`config.mk`:
```
export PLATFORM = sky130hd
export DESIGN_NAME = lcdcmd_top
export DESIGN_NICKNAME = d
export VERILOG_FILES = /design/src/rtl/lcdcmd_pkg.sv /design/src/rtl/lcdcmd_ctrl.sv /design/src/rtl/lcdcmd_rangereg.sv /design/src/rtl/lcdcmd_regs.sv /design/src/rtl/lcdcmd_top.sv
export SDC_FILE = /design/constraint.sdc
export NUM_CORES = 1
export LEC_CHECK = 0
export BUFFER_PORTS_ARGS = -buffer_cell sky130_fd_sc_hd__buf_2
export CAP_MARGIN = 30
export CELL_PAD_IN_SITES_DETAIL_PLACEMENT = 0
export CELL_PAD_IN_SITES_GLOBAL_PLACEMENT = 1
export CORE_ASPECT_RATIO = 0.9
export CORE_MARGIN = 8
export CORE_UTILIZATION = 39
export CTS_BUF_LIST = sky130_fd_sc_hd__clkbuf_8
export DETAILED_ROUTE_END_ITERATION = 8
export PLACE_DENSITY = 0.78
export SYNTH_ARGS = -nofsm -noshare
export SYNTH_HDL_FRONTEND = slang
export SYNTH_SLANG_ARGS = --single-unit
```
`constraint.sdc`:
```
create_clock -name clk -period 1.5 [get_ports clk]
set_input_delay 0.075 -clock clk [delete_from_list [all_inputs] [get_ports clk]]
set_output_delay 0.075 -clock clk [all_outputs]
set_load 0.01 [all_outputs]
```
`src/rtl/lcdcmd_pkg.sv`:
```
package lcdcmd_pkg;

  // Which register a pending two-byte command will write
  typedef enum logic [2:0] {
    ST_OPCODE = 3'd0,
    ST_START  = 3'd1,
    ST_OFFSET = 3'd2,
    ST_MUX    = 3'd3,
    ST_NINV   = 3'd4
  } cmdState_t;

  // Strobes from control to datapath, plus the byte they apply to
  typedef struct packed {
    logic       colLo;
    logic       colHi;
    logic       ms;
    logic       ratio;
    logic       pwr;
    logic       bias;
    logic       start;
    logic       offset;
    logic       mux;
    logic       ninv;
    logic [7:0] data;
  } lcdStrobes_t;

  localparam int STROBE_COUNT = 10;

  // Reserved opcode ranges; written independently of the decoder
  function automatic logic isReserved(input logic [7:0] b);
    return ((b >= 8'h1A) && (b <= 8'h1F)) ||
           ((b >= 8'h30) && (b <= 8'h3F)) ||
           (b >= 8'h58);
  endfunction

endpackage

```
`src/rtl/lcdcmd_ctrl.sv`:
```
module lcdcmd_ctrl
  import lcdcmd_pkg::*;
(
  input  logic        clk,
  input  logic        rstN,
  input  logic        cmdValid,
  input  logic [7:0]  cmdByte,
  output lcdStrobes_t strb,
  output logic        awaitParam
);

  cmdState_t state, stateNext;
  logic [STROBE_COUNT-1:0] strobeVec;

  always_comb begin
    strb      = '0;
    strb.data = cmdByte;
    stateNext = state;
    if (cmdValid) begin
      unique case (state)
        ST_OPCODE: begin
          if (cmdByte[7:4] == 4'h0)                strb.colLo = 1'b1;
          else if (cmdByte[7:3] == 5'b00010)       strb.colHi = 1'b1;
          else if (cmdByte[7:1] == 7'b0001100)     strb.ms    = 1'b1;
          else if (cmdByte[7:3] == 5'b00100)       strb.ratio = 1'b1;
          else if (cmdByte[7:3] == 5'b00101)       strb.pwr   = 1'b1;
          else if (cmdByte[7:2] == 6'b010000)      stateNext  = ST_START;
          else if (cmdByte[7:2] == 6'b010001)      stateNext  = ST_OFFSET;
          else if (cmdByte[7:2] == 6'b010010)      stateNext  = ST_MUX;
          else if (cmdByte[7:2] == 6'b010011)      stateNext  = ST_NINV;
          else if (cmdByte[7:3] == 5'b01010)       strb.bias  = 1'b1;
        end
        ST_START:  begin strb.start  = 1'b1; stateNext = ST_OPCODE; end
        ST_OFFSET: begin strb.offset = 1'b1; stateNext = ST_OPCODE; end
        ST_MUX:    begin strb.mux    = 1'b1; stateNext = ST_OPCODE; end
        ST_NINV:   begin strb.ninv   = 1'b1; stateNext = ST_OPCODE; end
        default:   stateNext = ST_OPCODE;
      endcase
    end
  end

  always_ff @(posedge clk or negedge rstN) begin
    if (!rstN) state <= ST_OPCODE;
    else       state <= stateNext;
  end

  assign awaitParam = (state != ST_OPCODE);
  assign strobeVec  = {strb.colLo, strb.colHi, strb.ms, strb.ratio, strb.pwr,
                       strb.bias, strb.start, strb.offset, strb.mux, strb.ninv};

  AST_PARAM_ONE_BYTE: assert property (@(posedge clk) disable iff (!rstN)
    (awaitParam && cmdValid) |=> !awaitParam);
  AST_ONE_STROBE: assert property (@(posedge clk) disable iff (!rstN)
    $onehot0(strobeVec));
  AST_NO_STROBE_IDLE: assert property (@(posedge clk) disable iff (!rstN)
    !cmdValid |-> (strobeVec == '0));
  AST_WAIT_HELD: assert property (@(posedge clk) disable iff (!rstN)
    (!cmdValid && awaitParam) |=> awaitParam);

endmodule

```
`src/rtl/lcdcmd_rangereg.sv`:
```
module lcdcmd_rangereg #(
  parameter int W   = 8,
  parameter int LO  = 0,
  parameter int HI  = 159,
  parameter int RST = 0
) (
  input  logic         clk,
  input  logic         rstN,
  input  logic         ld,
  input  logic [7:0]   din,
  output logic [W-1:0] q
);

  localparam logic [7:0]   LO8  = LO[7:0];
  localparam logic [7:0]   HI8  = HI[7:0];
  localparam logic [W-1:0] RSTW = RST[W-1:0];

  logic lowOk, highOk, accept;

  generate
    if (LO == 0) begin : g_noLow
      assign lowOk = 1'b1;
    end else begin : g_low
      assign lowOk = (din >= LO8);
    end
  endgenerate

  assign highOk = (din <= HI8);
  assign accept = ld && lowOk && highOk;

  always_ff @(posedge clk or negedge rstN) begin
    if (!rstN)       q <= RSTW;
    else if (accept) q <= din[W-1:0];
  end

  AST_REJECT_HOLDS: assert property (@(posedge clk) disable iff (!rstN)
    (ld && !(lowOk && highOk)) |=> $stable(q));
  AST_IN_RANGE: assert property (@(posedge clk) disable iff (!rstN)
    (int'(q) >= LO) && (int'(q) <= HI));

endmodule

```
`src/rtl/lcdcmd_regs.sv`:
```
module lcdcmd_regs
  import lcdcmd_pkg::*;
#(
  parameter int ROWS        = 160,
  parameter int MIN_MUX     = 16,
  parameter int COL_HI_BITS = 3,
  localparam int COL_W      = 4 + COL_HI_BITS,
  localparam int ROW_W      = $clog2(ROWS + 1)
) (
  input  logic             clk,
  input  logic             rstN,
  input  lcdStrobes_t      strb,
  output logic [COL_W-1:0] colAddr,
  output logic             slaveMode,
  output logic [2:0]       regRatio,
  output logic             boostEn,
  output logic             regEn,
  output logic             bufEn,
  output logic [ROW_W-1:0] startLine,
  output logic [ROW_W-1:0] dispOffset,
  output logic [ROW_W-1:0] muxLines,
  output logic [4:0]       nInvCode,
  output logic [2:0]       biasSel
);

  localparam logic [2:0] BIAS_RST = 3'b110;

  // Column pointer: two independently written parts
  always_ff @(posedge clk or negedge rstN) begin
    if (!rstN) begin
      colAddr <= '0;
    end else begin
      if (strb.colLo) colAddr[3:0]       <= strb.data[3:0];
      if (strb.colHi) colAddr[COL_W-1:4] <= strb.data[COL_HI_BITS-1:0];
    end
  end

  // Single-byte settings with operand in the opcode
  always_ff @(posedge clk or negedge rstN) begin
    if (!rstN) begin
      slaveMode <= 1'b0;
      regRatio  <= 3'b000;
      boostEn   <= 1'b0;
      regEn     <= 1'b0;
      bufEn     <= 1'b0;
      biasSel   <= BIAS_RST;
    end else begin
      if (strb.ms)    slaveMode <= strb.data[0];
      if (strb.ratio) regRatio  <= strb.data[2:0];
      if (strb.pwr) begin
        boostEn <= strb.data[2];
        regEn   <= strb.data[1];
        bufEn   <= strb.data[0];
      end
      if (strb.bias && !strb.data[0]) biasSel <= strb.data[2:0];
    end
  end

  // Two-byte settings, each with its own accepted range
  lcdcmd_rangereg #(.W(ROW_W), .LO(0), .HI(ROWS-1), .RST(0)) u_start (
    .clk(clk), .rstN(rstN), .ld(strb.start), .din(strb.data), .q(startLine));

  lcdcmd_rangereg #(.W(ROW_W), .LO(0), .HI(ROWS-1), .RST(0)) u_offset (
    .clk(clk), .rstN(rstN), .ld(strb.offset), .din(strb.data), .q(dispOffset));

  lcdcmd_rangereg #(.W(ROW_W), .LO(MIN_MUX), .HI(ROWS), .RST(ROWS)) u_mux (
    .clk(clk), .rstN(rstN), .ld(strb.mux), .din(strb.data), .q(muxLines));

  lcdcmd_rangereg #(.W(5), .LO(0), .HI(31), .RST(0)) u_ninv (
    .clk(clk), .rstN(rstN), .ld(strb.ninv), .din(strb.data), .q(nInvCode));

  AST_COLHI_KEEPS_LO: assert property (@(posedge clk) disable iff (!rstN)
    (strb.colHi && !strb.colLo) |=> (colAddr[3:0] == $past(colAddr[3:0])));
  AST_COLLO_KEEPS_HI: assert property (@(posedge clk) disable iff (!rstN)
    (strb.colLo && !strb.colHi) |=> (colAddr[COL_W-1:4] == $past(colAddr[COL_W-1:4])));
  AST_BIAS_EVEN: assert property (@(posedge clk) disable iff (!rstN)
    !biasSel[0]);
  AST_PWR_FOLLOWS: assert property (@(posedge clk) disable iff (!rstN)
    strb.pwr |=> ({boostEn, regEn, bufEn} == $past(strb.data[2:0])));

endmodule

```
`src/rtl/lcdcmd_top.sv`:
```
module lcdcmd_top
  import lcdcmd_pkg::*;
#(
  parameter int ROWS        = 160,
  parameter int MIN_MUX     = 16,
  parameter int COL_HI_BITS = 3,
  localparam int COL_W      = 4 + COL_HI_BITS,
  localparam int ROW_W      = $clog2(ROWS + 1)
) (
  input  logic             clk,
  input  logic             rstN,
  input  logic             cmdValid,
  input  logic [7:0]       cmdByte,
  output logic [COL_W-1:0] colAddr,
  output logic             slaveMode,
  output logic [2:0]       regRatio,
  output logic             boostEn,
  output logic             regEn,
  output logic             bufEn,
  output logic [ROW_W-1:0] startLine,
  output logic [ROW_W-1:0] dispOffset,
  output logic [ROW_W-1:0] muxLines,
  output logic [4:0]       nInvCode,
  output logic [2:0]       biasSel
);

  lcdStrobes_t strb;
  logic        awaitParam;

  lcdcmd_ctrl u_ctrl (
    .clk(clk), .rstN(rstN), .cmdValid(cmdValid), .cmdByte(cmdByte),
    .strb(strb), .awaitParam(awaitParam));

  lcdcmd_regs #(.ROWS(ROWS), .MIN_MUX(MIN_MUX), .COL_HI_BITS(COL_HI_BITS)) u_regs (
    .clk(clk), .rstN(rstN), .strb(strb),
    .colAddr(colAddr), .slaveMode(slaveMode), .regRatio(regRatio),
    .boostEn(boostEn), .regEn(regEn), .bufEn(bufEn),
    .startLine(startLine), .dispOffset(dispOffset), .muxLines(muxLines),
    .nInvCode(nInvCode), .biasSel(biasSel));

  logic [COL_W+3*ROW_W+15-1:0] allOut;
  assign allOut = {colAddr, slaveMode, regRatio, boostEn, regEn, bufEn,
                   startLine, dispOffset, muxLines, nInvCode, biasSel};

  AST_RESERVED_IGNORED: assert property (@(posedge clk) disable iff (!rstN)
    (cmdValid && !awaitParam && isReserved(cmdByte)) |=> ($stable(allOut) && !awaitParam));
  AST_IDLE_STABLE: assert property (@(posedge clk) disable iff (!rstN)
    !cmdValid |=> $stable(allOut));

endmodule

```
==> impl_metrics.py, run 1 <==
metrics = {
    "run_status": {
        "status": "finished with violations",
        "violations": "setup timing",
    },
    "detailed_routing": {
        "wire_per_inst_um": 16.84,
        "detail-route-antenna-nets": 0,
        "drc": 0,
        "vias": 1440,
        "viasPerCell": 4.848,
        "drtIter0Drc": 42,
        "dr.pass1.iters": 4,
        "wl_um": 5002,
    },
    "worst_setup_path": {
        "worstPathMaxFanout": 5,
        "crit_buf_inv": 0,
        "cp-endpoint": "u_regs.regRatio[2]$_DFFE_PN0P_",
        "reg2regPathDepth": 4,
        "r2r-start": "u_ctrl.state[2]$_DFFE_PN0P_",
        "cp-start-kind": "register",
        "critPathRequiredTime_ns": 1.68,
        "critical_path_arrival_ns": 1.70,
        "cp.depth": 4,
        "critPathTopFamily": "simple AND/OR/NAND/NOR gates",
        "startpoint": "u_ctrl.state[2]$_DFFE_PN0P_",
        "regToRegSetupSlack_ns": -0.02,
        "cp_slowest_cell": "dfrtp_2",
        "crit_type": "register to register",
        "r2r_end": "u_regs.regRatio[2]$_DFFE_PN0P_",
        "path_cells": "nor4_4 > nand2_1 > nor2_4 > mux2_2",
        "max_stage_delay_ns": 0.46,
        "endpoint_kind": "register",
    },
    "floorplan": {
        "chipHeight_um": 84.56,
        "dieArea_mm2": 0.007795,
        "die_width_um": 92.18,
        "pin_count": 57,
        "core_mm2": 0.005161,
        "start_util": 0.3947,
        "num_rows": 25,
    },
    "cells_and_area": {
        "final_nets": 240,
        "fin_util": 0.5326,
        "layout_common_cells": "buf_2, dfrtp_1, mux2_2",
        "area_delta_synth_final_pct": 34.95,
        "diodes": 0,
        "final_common_cell": "buf_2",
        "drive_gt1_frac": 0.6435,
        "nFillCells": 466,
    },
    "sta": {
        "min_period_ns": 1.518,
        "setup_violations": 5,
        "rsz0062_at_grt": "yes",
        "drv_slew": 0,
        "worst_pin_slew_ns": 0.3881,
        "max_slew_margin": 0.7413,
        "skew_ns": 0.004179,
        "worst_slack_ns": -0.01765,
        "hold_violations": 0,
        "fin_crit_sh": 1.012,
        "fmax_mhz": 658.9,
    },
    "synth": {
        "ys_ff_latch": 49,
        "seq_area_frac_synth": 0.6044,
        "async_reset_ff_frac": 1.000,
        "synth_cell_types": 29,
        "synthCells": 145,
        "synth-edff-count": 0,
        "synth_area_per_cell_um2": 14.05,
        "netlist_area_mm2": 0.002037,
        "yosys_warnings": 0,
        "syn-num-nets": 156,
        "synth_ff_type": "dfrtp_1",
    },
    "run": {
        "cap_violations": 0,
    },
    "clocking": {
        "h-tree-depth": 2,
        "cts_tree": "built",
        "path_clk_slew_ns": 0.08,
        "clk-insertion-delay-late_ns": 0.29,
        "cts_buffer_depth": 2,
        "cts.sinks": 49,
        "cts_root_buffer": "clkbuf_8",
        "numCtsBuffers": 5,
    },
    "global_routing": {
        "grtUsageTotal": 0.1303,
        "grt_start_max_net_pins": 20,
        "gr-total-overflow": 0,
        "grt_pass1_vias": 1591,
        "grt_pass1_wl_um": 8031,
        "antenna_found_initial": 0,
    },
    "worst_hold_path": {
        "hold_class": "input pin to register",
    },
    "placed_design": {
        "place.port_buffers": 56,
        "post-place-ws_ns": -0.1188,
        "gp_congestion": 0.7805,
        "place_hpwl_um": 3647,
    },
    "power_and_ir_drop": {
        "power.leakage_nw": 1.450,
        "p_per_area_mw_per_mm2": 1084,
        "vdd_drop_max_uv": 480.0,
    },
}
[routing by layer]
layer	part of all wire	routed length, µm	vias up	global-route usage
met2	0.43	2174	47	0.1864
met4	0.0034	17	0	0.03509
li1	-	-	683	-
met1	0.49	2433	708	0.1751
met5	0	0	-	0
met3	0.075	376	2	0.05437
[cells in the mapped netlist (2+ instances only)]
master	instances	area, µm²
and2_1	2	12.51
o22ai_1	3	18.77
a21oi_1	5	25.02
dfrtp_1	45	1126
mux2_2	35	394.1
mux2_4	3	45.04
clkbuf_1	3	11.26
buf_6	2	22.52
nand4_1	2	12.51
nand2_1	8	30.03
inv_1	5	18.77
nand3_1	2	10.01
a22o_1	4	35.03
dfstp_2	4	105.1
and4bb_2	2	25.02
nor2_1	7	26.28
[sequential cells by signal (all words and copies together), names as in the netlist, 3 cells and up]
register	flops
u_regs.u_mux.q	8
u_regs.u_offset.q	8
u_regs.u_start.q	8
u_regs.colAddr	7
u_regs.u_ninv.q	5
u_ctrl.state	3
u_regs.biasSel	3
u_regs.regRatio	3
[worst register-to-register path, delay by kind of cell, from the launching register on]
kind | cells | cell delay, ns
and+or+nand+nor | 3 | 0.60
DFF | 1 | 0.46
muxes | 1 | 0.34
[cells by family (layout without fill, tap and decap cells)]
family	Yosys count	count (layout)	share of synthesized area
flip-flops	49	49	0.6044
XOR/XNOR	1	1	0.004301
buffers and inverters	11	96	0.02764
AND/OR/NAND/NOR	32	32	0.1038
AO/OA/AOI/OAI	14	14	0.04422
multiplexers	38	38	0.2156
[cell type report]
| class | instances | area [µm²] | share of cell area |
|---|---|---|---|
| multi-input combinational | 85 | 833.3 | 0.3031 |
| inverter | 5 | 18.77 | 0.006827 |
| clock inverter | 3 | 11.26 | 0.004096 |
| timing repair buffer | 83 | 498.0 | 0.1812 |
| sequential | 49 | 1235 | 0.4492 |
| clock buffer | 5 | 68.82 | 0.02503 |
| tap | 67 | 83.83 | 0.03050 |
[stage by stage]
stage               power, mW  instances  instance area [µm²]  hold slack (ns)  setup TNS, ns
floorplan               1.933        145                 2037          -0.2206       -0.05125
global placement        2.260        284                 2554         0.006251        -0.6571
detailed placement      2.276        284                 2554          0.01282        -0.9523
CTS                     3.020        296                 2713          0.04688       -0.06551
global route            3.154        297                 2749          0.06422        -0.6966
finish                  2.979        297                 2749          0.06096       -0.06121
[what timing repair did]
action / CTS / global route
setup endpoints to repair: 23 / 34
hold buffers: 1 / 0
resized for setup: 12 / 11
hold endpoints to repair: 15 / 0
buffers inserted: 3 / 2
pin swaps: 2 / 2
[report_power, final]
group          internal, mW  switching, mW
Clock                 0.311          0.395
Sequential             1.52         0.0944
Combinational         0.339          0.323
Total                  2.17          0.813
[how the worst min path moves through the flow]
| stage | startpoint | end | slack, ns | cells past startpoint |
|---|---|---|---|---|
| floorplan | rstN | u_ctrl.state[0]$_DFFE_PN0P_ | -0.22 | 0 |
| finish | cmdValid | u_ctrl.state[2]$_DFFE_PN0P_ | 0.06 | 2 |
| detailed placement | rstN | u_regs.u_offset.q[6]$_DFFE_PN0P_ | 0.01 | 1 |
| CTS | cmdValid | u_ctrl.state[2]$_DFFE_PN0P_ | 0.05 | 2 |
| global placement | rstN | u_regs.u_offset.q[6]$_DFFE_PN0P_ | 0.006 | 1 |
| global route | cmdValid | u_ctrl.state[1]$_DFFE_PN0P_ | 0.06 | 2 |
Note: power is estimated with default switching activity, not from simulation.
==> run 2, diff against run 1 <==
Settings changed: CORE_UTILIZATION 39 to 45, PLACE_DENSITY 0.78 to 0.85.
Clock period 1.5 ns to 1.8 ns, I/O delays scaled along.
==> run 2 against run 1 <==
The run now ends clean. Critical path depth did not move. Routed wire length fell by 8.3%. Total power fell by 12%. Critical path type unchanged.
==> impl_metrics.py, run 2 (synthesis results as in run 1) <==
metrics = {
    "run_status": {
        "status": "completed",
    },
    "detailed_routing": {
        "drc": 0,
        "viasPerCell": 5.059,
        "drtIter0Drc": 73,
        "dr.pass1.iters": 4,
        "detail-route-antenna-nets": 0,
        "vias": 1371,
        "wl_um": 4588,
        "wire_per_inst_um": 16.93,
    },
    "clocking": {
        "post-cts-setup-buffers": 0,
        "cts_tree": "built",
        "path_clk_slew_ns": 0.09,
        "cts.sinks": 49,
        "cts_buffer_depth": 2,
        "numCtsBuffers": 5,
        "clk-insertion-delay-late_ns": 0.30,
        "h-tree-depth": 2,
        "cts_root_buffer": "clkbuf_8",
    },
    "global_routing": {
        "grt_pass1_wl_um": 7327,
        "grt_start_max_net_pins": 22,
        "antenna_found_initial": 0,
        "grtUsageTotal": 0.1372,
        "gr-total-overflow": 0,
        "grt_pass1_vias": 1472,
    },
    "cells_and_area": {
        "layout_common_cells": "buf_2, dfrtp_1, mux2_2",
        "final_common_cell": "buf_2",
        "fin_cells": 271,
        "diodes": 0,
        "drive_gt1_frac": 0.5550,
        "area_delta_synth_final_pct": 23.77,
        "final_nets": 219,
        "reg.largest.list": "u_regs.u_mux.q x8, u_regs.u_offset.q x8, u_regs.u_start.q x8",
    },
    "sta": {
        "min_period_ns": 1.639,
        "rsz0062_at_grt": "no",
        "tns_ns": 0,
        "skew_ns": 0.006816,
        "hold_violations": 0,
        "drv_slew": 0,
        "max_slew_margin": 0.7438,
        "fin_crit_sh": 0.9107,
        "worst_pin_slew_ns": 0.3842,
        "fmax_mhz": 610.0,
        "setup_violations": 0,
    },
    "power_and_ir_drop": {
        "vdd_drop_max_uv": 601.6,
        "p_per_area_mw_per_mm2": 1043,
        "power.leakage_nw": 1.320,
    },
    "floorplan": {
        "pin_count": 57,
        "num_rows": 23,
        "start_util": 0.4626,
        "die_width_um": 86.92,
        "dieArea_mm2": 0.006938,
        "chipHeight_um": 79.83,
        "core_mm2": 0.004403,
    },
    "placed_design": {
        "place.port_buffers": 56,
        "place_hpwl_um": 3550,
        "gp_congestion": 0.8675,
        "dp.cells": 262,
    },
    "worst_setup_path": {
        "cp-start-kind": "register",
        "crit_type": "register to register",
        "worstPathMaxFanout": 8,
        "critical_path_arrival_ns": 1.82,
        "endpoint_kind": "register",
        "r2r-start": "u_ctrl.state[2]$_DFFE_PN0P_",
        "startpoint": "u_ctrl.state[2]$_DFFE_PN0P_",
        "critPathRequiredTime_ns": 1.98,
    },
    "run": {
        "cap_violations": 0,
    },
    "worst_hold_path": {
        "hold_class": "input pin to register",
        "hp-start": "cmdValid",
    },
}
-- run 2: cell types whose count changed in the layout (fill, tap and decap cells not counted), sizes merged --
cell    before  now
buf         82   61
inv          8    6
bufinv       0    1
clkbuf       5    6
-- run 2: final timing paths --
check / end / slack, ns / cells past startpoint
min in group asynchronous: u_ctrl.state[0]$_DFFE_PN0P_ / 0.25 / 2
max reg2reg: u_regs.u_mux.q[1]$_DFFE_PN0P_ / 0.16 / 4
max in group asynchronous: u_regs.u_mux.q[5]$_DFFE_PN1P_ / 0.89 / 3
max: u_regs.u_mux.q[1]$_DFFE_PN0P_ / 0.16 / 4
min: u_ctrl.state[0]$_DFFE_PN0P_ / 0.07 / 2
min reg2reg: u_regs.u_mux.q[7]$_DFFE_PN1P_ / 0.47 / 2
-- run 2: what timing repair did --
action	CTS	global route
hold buffers	1	0
resized for setup	0	0
endpoints found under the setup margin	0	0
endpoints found under the hold margin	13	0
-- run 2: layout make-up --
class / count / area, µm²
Clock buffer: 6 / 82.58
Clock inverter: 2 / 33.78
Fill cell: 403 / 1882
Inverter: 5 / 18.77
Multi-Input combinational cell: 85 / 749.5
Sequential cell: 49 / 1231
Tap cell: 62 / 77.57
Timing Repair Buffer: 62 / 327.8
-- run 2: critical path, stage by stage (launching register included) --
cell,delay [ns]
dfrtp_1,0.45
and3b_1,0.27
nand3_2,0.10
or2_1,0.37
mux2_4,0.34
-- run 2: routing by layer --
| layer | global-route usage | routed length [µm] |
|---|---|---|
| met4 | 0.05670 | 38 |
| met2 | 0.2241 | 2207 |
| met5 | 0 | 0 |
| met1 | 0.1586 | 1962 |
| met3 | 0.05144 | 380 |
-- run 2: through the flow --
stage	instance area, µm²	total power, mW	setup slack [ns]	util	hold WS (ns)
floorplan	2037	1.611	0.2793	-	-0.2056
global route	2521	2.776	0.04819	0.5726	0.07803
CTS	2521	2.667	0.1521	0.5726	0.05991
finish	2521	2.630	0.1607	0.5726	0.07266
detailed placement	2395	1.877	0.1589	0.5439	0.02880
global placement	2395	1.849	0.2102	0.5439	0.01937
-- run 2: where the power goes --
group / switching, mW / leakage [nW] / internal [mW] / total, mW
logic: 0.260 / 0.618 / 0.246 / 0.506
clock network: 0.340 / 0.0626 / 0.447 / 0.787
registers: 0.0740 / 0.639 / 1.26 / 1.34
